### src/rtl/arb_pkg.sv
package arb_pkg;
  typedef enum logic {
    POL_LRU   = 1'b0,
    POL_TABLE = 1'b1
  } arb_pol_e;
endpackage

### src/rtl/arb_lru_hist.sv
module arb_lru_hist #(
  parameter int N  = 4,
  parameter int IW = 2
) (
  input  logic                 clk,
  input  logic                 rst_n,
  input  logic                 upd_i,
  input  logic [IW-1:0]        upd_idx_i,
  output logic [N-1:0][IW-1:0] order_o
);
  logic [N-1:0][IW-1:0] order_q, order_d;
  logic [IW-1:0]        pos;

  always_comb begin
    pos = '0;
    for (int k = 0; k < N; k++)
      if (order_q[k] == upd_idx_i) pos = IW'(k);
  end

  always_comb begin
    order_d = order_q;
    if (upd_i) begin
      for (int k = 0; k < N-1; k++)
        order_d[k] = (IW'(k) < pos) ? order_q[k] : order_q[k+1];
      order_d[N-1] = upd_idx_i;
    end
  end

  always_ff @(posedge clk or negedge rst_n) begin
    if (!rst_n) begin
      for (int k = 0; k < N; k++) order_q[k] <= IW'(k);
    end else if (upd_i) begin
      order_q <= order_d;
    end
  end

  assign order_o = order_q;


  mru_move_chk: assert property (@(posedge clk) disable iff (!rst_n)
    upd_i |=> order_q[N-1] == $past(upd_idx_i));
endmodule

### src/rtl/arb_prio_tbl.sv
module arb_prio_tbl #(
  parameter int N  = 4,
  parameter int IW = 2
) (
  input  logic                 clk,
  input  logic                 rst_n,
  input  logic                 we_i,
  input  logic [IW-1:0]        slot_i,
  input  logic [IW-1:0]        master_i,
  output logic [N-1:0][IW-1:0] tbl_o
);
  logic [N-1:0][IW-1:0] tbl_q;

  always_ff @(posedge clk or negedge rst_n) begin
    if (!rst_n) begin
      for (int k = 0; k < N; k++) tbl_q[k] <= IW'(k);
    end else if (we_i) begin
      tbl_q[slot_i] <= master_i;
    end
  end

  assign tbl_o = tbl_q;


  tbl_write_chk: assert property (@(posedge clk) disable iff (!rst_n)
    we_i |=> tbl_q[$past(slot_i)] == $past(master_i));
endmodule

### src/rtl/arb_pick.sv
module arb_pick #(
  parameter int N  = 4,
  parameter int IW = 2
) (
  input  logic [N-1:0]         req_i,
  input  logic [N-1:0][IW-1:0] list_i,
  output logic                 vld_o,
  output logic [IW-1:0]        idx_o
);
  always_comb begin
    vld_o = 1'b0;
    idx_o = '0;
    for (int k = N-1; k >= 0; k--) begin
      if (req_i[list_i[k]]) begin
        vld_o = 1'b1;
        idx_o = list_i[k];
      end
    end
  end
endmodule

### src/rtl/arb_or_mux.sv
module arb_or_mux #(
  parameter int N = 4,
  parameter int W = 32
) (
  input  logic [N*W-1:0] dout_i,
  input  logic [N-1:0]   gnt_i,
  output logic [W-1:0]   bus_o
);
  logic [N-1:0][W-1:0] masked;

  for (genvar g = 0; g < N; g++) begin : g_mask
    assign masked[g] = dout_i[g*W +: W] & {W{gnt_i[g]}};
  end

  always_comb begin
    bus_o = '0;
    for (int k = 0; k < N; k++) bus_o = bus_o | masked[k];
  end
endmodule

### src/rtl/bus_arbiter.sv
module bus_arbiter
  import arb_pkg::*;
#(
  parameter int N_MASTERS = 4,
  parameter int DATA_W    = 32,
  parameter bit REG_GRANT = 1'b1,
  parameter int IDX_W     = (N_MASTERS > 1) ? $clog2(N_MASTERS) : 1
) (
  input  logic                        clk,
  input  logic                        rst_n,
  input  logic [N_MASTERS-1:0]        req_i,
  input  logic [N_MASTERS-1:0]        lock_i,
  input  logic                        busy_i,
  input  logic                        mode_fixed_i,
  input  logic                        park_en_i,
  input  logic                        cfg_we_i,
  input  logic [IDX_W-1:0]            cfg_slot_i,
  input  logic [IDX_W-1:0]            cfg_master_i,
  input  logic [N_MASTERS*DATA_W-1:0] mst_dout_i,
  output logic [N_MASTERS-1:0]        gnt_o,
  output logic [DATA_W-1:0]           bus_dout_o
);
  localparam int N  = N_MASTERS;
  localparam int IW = IDX_W;

  logic [1:0] rst_sync_q;
  logic       rst_ni;

  always_ff @(posedge clk or negedge rst_n) begin
    if (!rst_n) rst_sync_q <= 2'b00;
    else        rst_sync_q <= {rst_sync_q[0], 1'b1};
  end
  assign rst_ni = rst_sync_q[1];

  arb_pol_e             pol;
  logic [N-1:0][IW-1:0] order, tbl, list_sel;
  logic                 pick_vld;
  logic [IW-1:0]        pick_idx;
  logic [IW-1:0]        own_q, own_d;
  logic                 own_vld_q, own_vld_d;
  logic                 own_en, lock_hold, arb_go;
  logic [N-1:0]         gnt;

  assign pol      = arb_pol_e'(mode_fixed_i);
  assign list_sel = (pol == POL_TABLE) ? tbl : order;

  arb_lru_hist #(.N(N), .IW(IW)) i_hist (
    .clk(clk), .rst_n(rst_ni), .upd_i(arb_go), .upd_idx_i(pick_idx),
    .order_o(order));

  arb_prio_tbl #(.N(N), .IW(IW)) i_tbl (
    .clk(clk), .rst_n(rst_ni), .we_i(cfg_we_i), .slot_i(cfg_slot_i),
    .master_i(cfg_master_i), .tbl_o(tbl));

  arb_pick #(.N(N), .IW(IW)) i_pick (
    .req_i(req_i), .list_i(list_sel), .vld_o(pick_vld), .idx_o(pick_idx));

  assign lock_hold = own_vld_q && lock_i[own_q];
  assign own_en    = !busy_i;
  assign arb_go    = own_en && !lock_hold && pick_vld;

  always_comb begin
    own_d     = own_q;
    own_vld_d = own_vld_q;
    if (own_en && !lock_hold) begin
      if (pick_vld) begin
        own_d     = pick_idx;
        own_vld_d = 1'b1;
      end else if (!park_en_i) begin
        own_vld_d = 1'b0;
      end
    end
  end

  always_ff @(posedge clk or negedge rst_ni) begin
    if (!rst_ni) begin
      own_q     <= '0;
      own_vld_q <= 1'b0;
    end else if (own_en) begin
      own_q     <= own_d;
      own_vld_q <= own_vld_d;
    end
  end

  if (REG_GRANT) begin : g_reg
    for (genvar g = 0; g < N; g++) begin : g_bit
      assign gnt[g] = own_vld_q && (own_q == IW'(g));
    end
  end else begin : g_comb
    for (genvar g = 0; g < N; g++) begin : g_bit
      assign gnt[g] = own_vld_d && (own_d == IW'(g));
    end
  end

  assign gnt_o = gnt;

  arb_or_mux #(.N(N), .W(DATA_W)) i_or (
    .dout_i(mst_dout_i), .gnt_i(gnt), .bus_o(bus_dout_o));


  gnt_onehot_chk: assert property (@(posedge clk) disable iff (!rst_ni)
    $onehot0(gnt_o));

  pick_req_chk: assert property (@(posedge clk) disable iff (!rst_ni)
    pick_vld |-> req_i[pick_idx]);

  busy_hold_chk: assert property (@(posedge clk) disable iff (!rst_ni)
    busy_i |=> ($stable(own_q) && $stable(own_vld_q)));

  lock_keep_chk: assert property (@(posedge clk) disable iff (!rst_ni)
    (lock_hold && !busy_i) |=> (own_vld_q && own_q == $past(own_q)));

  idle_drop_chk: assert property (@(posedge clk) disable iff (!rst_ni)
    (!busy_i && !lock_hold && req_i == '0 && !park_en_i) |=> !own_vld_q);
endmodule

### config.mk
export PLATFORM = sky130hd
export DESIGN_NAME = bus_arbiter
export DESIGN_NICKNAME = d
export VERILOG_FILES = /design/src/rtl/arb_pkg.sv /design/src/rtl/arb_lru_hist.sv /design/src/rtl/arb_prio_tbl.sv /design/src/rtl/arb_pick.sv /design/src/rtl/arb_or_mux.sv /design/src/rtl/bus_arbiter.sv
export SDC_FILE = /design/constraint.sdc
export NUM_CORES = 1
export LEC_CHECK = 0
export BUFFER_PORTS_ARGS = -buffer_cell sky130_fd_sc_hd__buf_2
export CORE_MARGIN = 5
export CORE_UTILIZATION = 34
export DETAILED_ROUTE_END_ITERATION = 6
export HOLD_SLACK_MARGIN = 0.02
export PLACE_DENSITY = 0.86
export SYNTH_ARGS = -nofsm -noshare
export SYNTH_HDL_FRONTEND = slang
export SYNTH_SLANG_ARGS = --single-unit
### constraint.sdc
create_clock -name clk -period 1.8 [get_ports clk]
set_clock_uncertainty 0.05 [all_clocks]
set_input_delay 0.18 -clock clk [delete_from_list [all_inputs] [get_ports clk]]
set_output_delay 0.18 -clock clk [all_outputs]
set_load 0.02 [all_outputs]
Word level (Yosys, flattened, before mapping) --
Cells that the tools add are included.
Storage, ports and cells: register bits after elaboration 21, bits in latches 0, bits in writable memories 0, bits in read-only memories 0, input port bits 146, memories kept 0
Operators by class: add/subtract/negate cells 0, $mul 0, div/mod/pow operators 0, order comparisons 10, equality and inequality tests 7, shifts and indexed selects 0, multiplexer cells 27, bitwise gates (word level) 11, reductions and logical operators 16
Operators by type and width (number):
- $and A32 B32 Y32 | 4
- $or A32 B32 Y32 | 3
- $lt A2 B3 Y1 const B | 6
- $mux W2 | 7
- $mux W1 | 12
- $bmux W1 S2 | 5
- $bwmux W8 | 1
- $logic_and A1 B1 Y1 | 8
- $mux W8 | 1
- $eq A2 B2 Y1 | 3
- $reduce_and A2 Y1 | 3
- $reduce_and A3 Y1 | 2
- $demux W2 S2 | 1
- $eq A2 B2 Y1 const B | 2
- $lt A1 B2 Y1 const A | 2
- $not A1 Y1 | 4
- $eq A2 B1 Y1 const B | 1
- $ge A2 B1 Y1 const B | 1
- $logic_not A1 Y1 | 2
- $logic_not A2 Y1 | 1
- $lt A2 B2 Y1 const A | 1
- $ne A2 B1 Y1 const B | 1

Longest topological paths before layout --
depth in word-level cells 14, mapped depth 10

Modules after synthesis --
A second synthesis with hierarchy kept.
Second synthesis, totals: cells, all modules 229, area, all modules 2090.8 um2
Modules (own cells, without submodules):
- arb_or_mux | times used 1, cells each 108, area an instance 705.7 um2
- bus_arbiter | times used 1, cells each 37, area an instance 392.9 um2
- arb_lru_hist | times used 1, cells each 25, area an instance 376.6 um2
- arb_prio_tbl | times used 1, cells each 20, area an instance 327.8 um2
- arb_pick | times used 1, cells each 39, area an instance 287.8 um2

Worst setup path before layout --
Ideal clock, no wire load.
kind reg-to-reg, from reg i_hist.order_q (netlist bit i_hist.order_o[3]), to reg i_hist.order_q (netlist bit i_hist.order_o[3]), arrival time 2.506 ns, required time 1.625 ns, slack -0.881 ns, stages on the path, launching flop included 9, buffers on the path 0, clock period less this slack 2.681 ns, cell sequence dfrtp_1 > mux2i_1 > mux4_2 > a21oi_2 > a211oi_1 > a21oi_4 > xnor2_1 > a221o_2 > mux2_4
Between the ends: word-level cells in the longest chain between the ends 12, elaborated cells on any way between the ends 17, classes of those cells order compare (1); eq/ne (3); mux (10); bitwise (1); reduce/logical (2)
Ends and longest elaborated chain:
- start: declaration | line arb_lru_hist.sv:11 | logic [N-1:0][IW-1:0] order_q, order_d;
- start signal: assignment | line arb_lru_hist.sv:33 | order_q <= order_d;
- $mux W8 | line bus_arbiter.sv:45 | assign list_sel = (pol == POL_TABLE) ? tbl : order;
- $bmux W1 S2 | line arb_pick.sv:14 | if (req_i[list_i[k]]) begin
- $mux W1 (not written as such) | line arb_pick.sv:14
- $mux W2 (2 in series) | line arb_pick.sv:14
- $eq A2 B2 Y1 | line arb_lru_hist.sv:17 | if (order_q[k] == upd_idx_i) pos = IW'(k);
- $mux W1 | line arb_lru_hist.sv:17
- $mux W2 (2 in series) | line arb_lru_hist.sv:17
- $lt A1 B2 Y1 | line arb_lru_hist.sv:24 | order_d[k] = (IW'(k) < pos) ? order_q[k] : order_q[k+1];
- $not A1 Y1 (no line)
- $reduce_and A2 Y1 (no line) (*)
Every way passes the cells marked *; elsewhere a longest branch is shown, timed or not. The select of a mux whose other input is x is not followed. A chain may end at the register's enable or synchronous reset.

Final worst setup path --
from reg i_tbl.tbl_q (netlist bit i_tbl.tbl_o[4]), to reg i_hist.order_q (netlist bit i_hist.order_o[3])
Between the ends: word-level cells in the longest chain between the ends 13, elaborated cells on any way between the ends 19, classes of those cells order compare (1); eq/ne (3); mux (12); bitwise (1); reduce/logical (2)
Ends and longest elaborated chain:
- start: declaration | line arb_prio_tbl.sv:12 | logic [N-1:0][IW-1:0] tbl_q;
- start signal: indexed assignment | line arb_prio_tbl.sv:18 | tbl_q[slot_i] <= master_i;
- $mux W8 (*) | line bus_arbiter.sv:45
- $bmux W1 S2 | line arb_pick.sv:14
- $mux W1 (not written as such) | line arb_pick.sv:14
- $mux W2 (3 in series) | line arb_pick.sv:14
- $eq A2 B2 Y1 | line arb_lru_hist.sv:17
- $mux W1 | line arb_lru_hist.sv:17
- $mux W2 (2 in series) | line arb_lru_hist.sv:17
- $lt A1 B2 Y1 | line arb_lru_hist.sv:24
- $not A1 Y1 (no line)
- $reduce_and A2 Y1 (no line) (*)
Marked as above.

==> results.toml <==
[clocking]
tritoncts_num_sinks = 21
clock_tree_from_tritoncts = "done"
worst_path_clk_slew_ns = 0.08
cts_max_level = 1
cts-root-to-sink-buffers = 2
clk_latency_ns = 0.26
cts_inserted_buffers = 3
clock-root-buffer = "sky130_fd_sc_hd__clkbuf_8"

[sta]
rsz0062_at_grt = "true"
slew_viol_final = 0
max_freq_ghz = 0.378
worst_slack_ns = -0.849
timing.setup.tns_ns = -10.89
final-hold-violation-count = 0
post-route-min-period_ns = 2.65
setup_violations = 43
tightest_slew_ns = 0.766
max-slew-margin-rel_pct = 48.9
finalCritPeriodShare_pct = 147

[die]
fp.dieW_um = 86.8
fp-row-count = 28
start_util_pct = 34.4
floorplan.io_pins = 182
core_area_um2 = 5820
die_area_um2 = 7530
die_y_um = 86.8

[hold_path]
min-delay-start = "park_en_i"
whs_path_depth = 3
worst_hold_path_type = "primary input to flip-flop"

[final_layout]
layout.filler_cells = 474
sequential_cell_area_um2 = 536
layout_net_count = 589
syn_to_final_growth_pct = 90.9
multi_input_gate_area_um2 = 1530
fin_cells = 518
proportion_of_layout_cells_with_a_drive_suffix_above_1_pct = 65.4
layout.core_utilization_pct = 65.7

[pwr]
combinationalPowerShare_pct = 83.7
p_leak_nw = 1.90
power.ir.vdd_worst_v = 0.00120
power.density_nw_per_um2 = 1820
switching_component_of_the_power_mw = 3.17
cellInternalPower_mw = 3.80
seq_power_share_pct = 11.8
design_power_total_mw = 6.98
power.share.clock_pct = 4.6
sw_frac_of_total_pct = 45.5

[synth]
synth_async_sr_flop_share_pct = 100
ys_top_cells_by_area = "sky130_fd_sc_hd__a22oi_1 (21%), sky130_fd_sc_hd__dfrtp_1 (16%), sky130_fd_sc_hd__dfstp_2 (10%), sky130_fd_sc_hd__mux2_2 (9.6%), sky130_fd_sc_hd__nand2_1 (6.4%)"
synth-seq-cells = 21
yosysUniqueCellTypes = 41
synth.yosys.seq_area_share_pct = 26.7
yosys.cell_count.top_type = "sky130_fd_sc_hd__a22oi_1"
synth_cell_area_um2 = 2000
synthDominantAreaCellType = "sky130_fd_sc_hd__a22oi_1"
avgSynthCellArea_um2 = 8.94
synth_ff_type = "sky130_fd_sc_hd__dfrtp_1"
ys_warn_count = 0
synth-edff-count = 0
post_synth_inst_count = 224
synth_top_cells_by_count = "sky130_fd_sc_hd__a22oi_1 (55), sky130_fd_sc_hd__nand2_1 (34), sky130_fd_sc_hd__mux2_2 (17), sky130_fd_sc_hd__dfrtp_1 (13), sky130_fd_sc_hd__nor2_1 (13)"
synth.net_count = 370
yosysTopAreaCellShare_pct = 20.6

[placement]
post-place-ws_ns = -0.868
portBuffers = 181
post-place-cells = 499
dp_hpwl_mm = 7.58
gpl.final_weighted_congestion = 0.847

[run_status]
violations = "setup timing"
status = "finished, violations left"

[worst_setup_path]
critical_path_arrival_ns = 2.75
path_class = "flip-flop to flip-flop"
depth_of_the_critical_timing_path_with_buffers_and_inverters_included = 8
critical_path.endpoint_type = "flip-flop"
cp.buffers_inverters = 0
crit_path_max_fanout = 6
critical_path_required_ns = 1.90
regToRegStartpoint = "i_tbl.tbl_o[4]"
critical-path-slowest-cell = "sky130_fd_sc_hd__a221o_2"
timing.critical_path.cells = "o211ai_1 > o21ai_1 > a221o_1 > a211oi_2 > a21oi_4 > xnor2_2 > a221o_2 > mux2_4"
timing.reg2reg.worst_path_depth = 8
worst_setup_path_startpoint = "i_tbl.tbl_o[4]"
crit_path_launch_type = "flip-flop"
worst_path_largest_cell_delay_ns = 0.43
path_delay_family = "compound AO/OA/AOI/OAI gates"

[drt]
drc = 0
detail_route.wirelength_mm = 10.3
detailedRoute.firstIterationViolations = 263
postRouteAntennaNets = 0
post_drt_via_cell_ratio = 5.52
vias = 2858
drt-pass1-iter-count = 6
routed_wire_length_per_instance_um = 19.8

[global_route]
global_route.usage.total_pct = 24.2
grt_first_pass_wirelength_mm = 14.3
antenna_found_initial = 2
first_global_vias = 2773
grt_remaining_overflow = 0
grt_start_max_net_pins = 34

[run]
max_cap_viol_count = 0
## worst min-delay path, stage by stage
cell	delay [ns]
sky130_fd_sc_hd__buf_2	0.08
sky130_fd_sc_hd__o21ai_0	0.08
sky130_fd_sc_hd__nand2_1	0.07
## layout by cell type, fill, tap and decap left out, drive strengths merged, types with 2 or more instances in the layout
master and instances:
mux4 2, nand2 34, dfrtp 13, a21oi 3
nand3 2, nor3b 2, o21ai 6, a22oi 55
dfstp 8, clkbuf 5, or2 3, mux2 19
nand2b 3, buf 225, a221o 7, xnor2 4
xor2 2, and3 2, mux2i 12, nand3b 2
a22o 5, o32ai 2, nor2 13, o211ai 3
## flip-flops by register name, indices dropped and copies added, names as in the netlist
signal / cells
own_vld_q: 1
i_tbl.tbl_o: 8
own_q: 2
rst_sync_q: 2
i_hist.order_o: 8
## final timing paths
kind / slack [ns] / end
worst min register to register: 0.27 / i_hist.order_o[4]
worst max register to register: -0.85 / i_hist.order_o[3]
worst max-delay path: -0.85 / i_hist.order_o[3]
max in group asynchronous: 0.95 / own_vld_q
worst min-delay path: 0.14 / own_vld_q
min in group asynchronous: 0.17 / rst_sync_q[1]
## per-layer routing
metal	part of all wire (%)	vias to the layer above	GRT usage [%]	wire [um]
met5	0.19	-	0	20
li1	-	1318	-	-
met2	50	172	42.0	5150
met4	1.1	4	4.82	118
met3	11	14	6.27	1130
met1	38	1350	30.2	3850
## cell families (layout without fill, tap and decap cells)
group / after synthesis / after routing / synth area share, %
AO/OA/AOI/OAI: 85 / 85 / 33.5
AND/OR/NAND/NOR: 63 / 63 / 14.0
multiplexers: 33 / 33 / 19.9
flip-flops: 21 / 21 / 26.7
buffers and inverters: 15 / 233 / 3.00
XOR/XNOR: 6 / 6 / 2.62
other: 1 / 2 / 0.187
## power groups by stage
stage	logic, mW	clock network [mW]	registers (mW)
floorplan	2.73	0	0.832
global placement	4.27	0	0.807
detailed placement	4.36	0	0.815
CTS	5.47	0.333	0.811
global route	6.16	0.347	0.843
finish	5.84	0.319	0.820
## stage by stage
step           hold slack [ns]  area, um^2
2_1_floorplan           -0.166        2030
5_1_grt                  0.143        3820
6_report                 0.137        3820
3_3_place_gp           -0.0817        3280
3_5_place_dp           -0.0823        3280
4_1_cts                  0.127        3690
## repair_timing
action                                  4_1_cts  5_1_grt
buffers inserted                              8        2
pin swaps                                     9        6
endpoints found under the setup margin       45       44
gates cloned                                  1        2
hold buffers                                  1        0
endpoints found under the hold margin         2        0
resized for setup                            76       16
## area by class of cell
cell class / count / area share (%)
Multi-Input combinational cell: 188 / 40.1
Tap cell: 75 / 2.45
Timing Repair Buffer: 228 / 42.0
Antenna cell: 1 / 0.0654
Inverter: 1 / 0.0982
Sequential cell: 21 / 14.0
Clock inverter: 1 / 0.196
Clock buffer: 3 / 1.08
(Power assumes the default switching activity.)
